[config.mk]
export PLATFORM = sky130hd
export DESIGN_NAME = fb_scan_addr
export DESIGN_NICKNAME = d
export VERILOG_FILES = /design/src/rtl/fb_scan_addr.sv
export SDC_FILE = /design/constraint.sdc
export NUM_CORES = 1
export LEC_CHECK = 0
export ABC_CLOCK_PERIOD_IN_PS = 1750
export BUFFER_PORTS_ARGS = -buffer_cell sky130_fd_sc_hd__clkbuf_2
export CAP_MARGIN = 10
export CORE_MARGIN = 4
export CORE_UTILIZATION = 45
export CTS_CLUSTER_SIZE = 8
export DETAILED_ROUTE_END_ITERATION = 10
export GPL_ROUTABILITY_DRIVEN = 0
export PLACE_DENSITY = 0.9
export SYNTH_ARGS = -nofsm -noshare
export SYNTH_HDL_FRONTEND = slang
export SYNTH_SLANG_ARGS = --single-unit
[constraint.sdc]
create_clock -name clk -period 1.75 [get_ports clk]
set_clock_uncertainty 0.15 [all_clocks]
set_input_delay 0.175 -clock clk [delete_from_list [all_inputs] [get_ports clk]]
set_output_delay 0.175 -clock clk [all_outputs]
set_load 0.02 [all_outputs]
[src/rtl/fb_scan_addr.sv]
module fb_scan_addr #(
  parameter int H_W      = 11,
  parameter int V_W      = 10,
  parameter int ADDR_W   = 18,
  parameter int H_VIS    = 1024,
  parameter int V_VIS    = 768,
  parameter int PIX_WORD = 32,
  parameter logic [ADDR_W-1:0] ORIGIN = 18'h37FC0
) (
  input  logic              clk,
  input  logic              rst_n,
  input  logic [H_W-1:0]    h_count,
  input  logic [V_W-1:0]    v_count,
  output logic [ADDR_W-1:0] word_addr,
  output logic              fetch
);
  localparam int SHIFT = $clog2(PIX_WORD);
  localparam int IDX_W = $clog2(H_VIS) - SHIFT;
  localparam int PAD_W = ADDR_W - V_W - IDX_W;

  logic [IDX_W-1:0]  word_idx;
  logic              visible;
  logic [ADDR_W-1:0] next_addr;

  assign word_idx  = h_count[SHIFT +: IDX_W];
  assign visible   = (h_count < H_W'(H_VIS)) && (v_count < V_W'(V_VIS));
  assign next_addr = ORIGIN + {{PAD_W{1'b0}}, ~v_count, word_idx};

  always_ff @(posedge clk) begin
    if (!rst_n) begin
      word_addr <= '0;
      fetch     <= 1'b0;
    end else begin
      fetch <= visible;
      if (visible) word_addr <= next_addr;
    end
  end
endmodule

==> run_results.csv <==
group,metric,value,unit
run_status,status,"finished clean",
place,dpl_cell_area,962.2,um2
final_layout,area_delta_synth_final,38.01,%
pwr,p_comb_share,20.3,%
sta,tns,0,ns
clocking,cts_resized,0,
pwr,p_switching,243.6,uW
place,io_buffers,36,
clocking,path_clk_slew,0.10,ns
place,detailedPlace.worstSlack,0.3948,ns
critical_path,start_kind,"register",
sta,setup_violations,0,
routing,wl,1946,um
yosys,mappedNetlistNets,111,
clocking,cts_root_buf,"clkbuf_4",
yosys,netlist_top_cells_area,"dfxtp_1, nand2_1, nand3_1",
critical_path,path_buf_inv,1,
yosys,synth_top_cell_area_share,46.98,%
final_layout,design_area,0.001059,mm2
pwr,seq_power_share,51.0,%
pwr,p_int,636.7,uW
global_route,grt_pass1_vias,758,
yosys,syn_area,767.0,um2
critical_path,arrival,0.83,ns
final_layout,final_nets,156,
floorplan,die_area,0.002429,mm2
routing,drc,0,
yosys,synth_warnings,0,
sta,post-route-period-util,65.96,%
routing,ant_nets,0,
yosys,synth-edff-count,0,
clocking,cts_buffers,3,
clocking,cts_sinks,18,
sta,period_minus_slack,1.154,ns
flow_run,cap_violations,0,
floorplan,io-pin-count,42,
critical_path,worstPathCellList,"clkbuf_2",
routing,vias_per_cell,5.381,
pwr,p_clk_share,28.7,%
clocking,cts_tree,"done",
sta,drv_slew,0,
global_route,grt_overflow,0,
global_route,grt_first_pass_wirelength,3270,um
sta,fin_hold_ws,0.01724,ns
sta,rsz0062_at_grt,"false",
yosys,synth_cells,87,
pwr,vdd_drop_max,556.6,uV
final_layout,stdcell_count,147,
yosys,synth_common_cells,"dfxtp_1, nand2_1, nand3_1, a21boi_0, o21ai_0",
global_route,grt_use_total,17.12,%
final_layout,fillers,129,
routing,wl_per_cell,13.24,um
sta,worst_slack,0.5957,ns
floorplan,fp.coreArea,0.001559,mm2
pwr,p_sw_share,27.67,%
clocking,clock_latency,0.29,ns
worst_hold_path,min_path_type,"input pin to register",
sta,worst_slew_pin_slew,0.4158,ns
critical_path,cp_max_fo,3,
yosys,synthFlopType,"dfxtp_1",
routing,vias,791,
sta,finalHoldViolCount,0,
pwr,p_leak,0.0005077,uW
yosys,synth.largest_area_cell,"dfxtp_1",
critical_path,end_kind,"primary output",
place,placed_cells,137,
yosys,async_reset_ff_share,0,%
yosys,yosys_register_bits,18,
critical_path,crit_required,1.42,ns
pwr,powerDensity,831.6,mW/mm2
yosys,avgSynthCellArea,8.816,um2
yosys,synth.distinct_cells,23,
sta,relSlewSlack,72.28,%
floorplan,die_y,49.29,um
global_route,grt_max_degree,25,
clocking,cts_htree_levels,1,
clocking,clock_path_buffers,2,
final_layout,drive_gt1_share,33.59,%
sta,timing.fmax,866.3,MHz
critical_path,crit_type,"register to primary output",
global_route,antenna_found_initial,0,
floorplan,rows,14,
final_layout,antenna_cells,0,
place,hpwlAfterDp,1330,um
routing,drt_iter0_drc,27,
routing,dr.pass1.iters,4,
critical_path,crit_slowest_cell,"dfxtp_1",
floorplan,fp.dieW,49.29,um
critical_path,cp_slowest_stage_delay,0.37,ns
floorplan,start_util,49.20,%
critical_path,cp_top_family,"flip-flops",
yosys,ys_seq_area_share,46.98,%
-- power groups by stage --
stage	combinational, uW	sequential (uW)	clock, uW
final	178	449	253
after global routing	194	453	278
after CTS	179	449	260
after detailed placement	167	459	0
after global placement	162	457	0
after floorplan	64.4	491	0
-- worst reg2reg max path: cells and delay by family (launching register included) --
kind / cells / cell delay [ns]
AOI/OAI and AO/OA: 1 / 0.14
DFF: 1 / 0.33
and+or+nand+nor: 1 / 0.07
-- registers in the layout (all words and copies together) (netlist names) --
name,cells
fetch,1
word_addr,17
-- area by class of cell --
| cell class | count | area (um2) | share of cell area [%] |
|---|---|---|---|
| clock buffers | 4 | 36.28 | 3.428 |
| inverters | 3 | 11.26 | 1.064 |
| multi-input cells | 61 | 367.9 | 34.75 |
| flip-flops and latches | 18 | 360.3 | 34.04 |
| well taps | 16 | 20.02 | 1.891 |
| repair buffers | 45 | 262.8 | 24.82 |
-- cell families (layout without fill, tap and decap cells) --
family	count (synthesis)	in the layout	share of synthesized area, %
muxes	1	1	1.305
AOI/OAI and AO/OA	21	21	20.72
xor gates and xnor gates	3	3	3.426
buffers and inverters	8	52	5.056
and+or+nand+nor	35	35	20.88
DFF	18	18	46.98
adders and majority gates	1	1	1.631
-- per-stage QoR --
stage	power, uW	util (%)
after floorplan	555.8	-
after global placement	619.5	61.72
after detailed placement	625.4	61.72
after CTS	889.0	67.90
after global routing	925.3	67.90
final	880.3	67.90
-- timing repair --
action / 4_1_cts / 5_1_grt
hold buffers: 6 / 0
hold endpoints to repair: 6 / 0
buffers inserted: 0 / 0
-- layout by cell type (no fill, tap or decap) --
cell	Yosys	routed
mux2i_1	1	1
nand3_1	11	11
o21ai_0	4	4
xnor2_1	3	3
nor2b_1	1	1
clkbuf_4	0	3
o311ai_0	2	2
ha_1	1	1
o211a_1	2	2
nand4_1	2	2
dlygate4sd3_1	0	6
clkbuf_2	0	36
nand2_1	18	18
a21o_1	1	1
nor3b_1	1	1
clkbuf_8	0	1
or4_1	1	1
a21boi_0	7	7
a21oi_2	1	1
buf_4	2	3
o21a_1	2	2
inv_1	3	3
o2111ai_1	2	2
dfxtp_1	18	18
nor2_1	1	1
-- routing by layer --
layer  track usage (%)  wire (um)
met5                 0          0
met4             6.635         28
met3             4.281        176
met2             31.70        945
met1             18.25        795
-- worst paths after layout --
path                            depth (start not counted)          start            end  slack (ns)
worst max register to register                          2  word_addr[11]  word_addr[11]        0.93
worst min-delay path                                    3     v_count[1]   word_addr[6]        0.02
worst max-delay path                                    1  word_addr[16]  word_addr[16]        0.60
worst min register to register                          2  word_addr[14]  word_addr[14]        0.32
(Power assumes the default switching activity.)
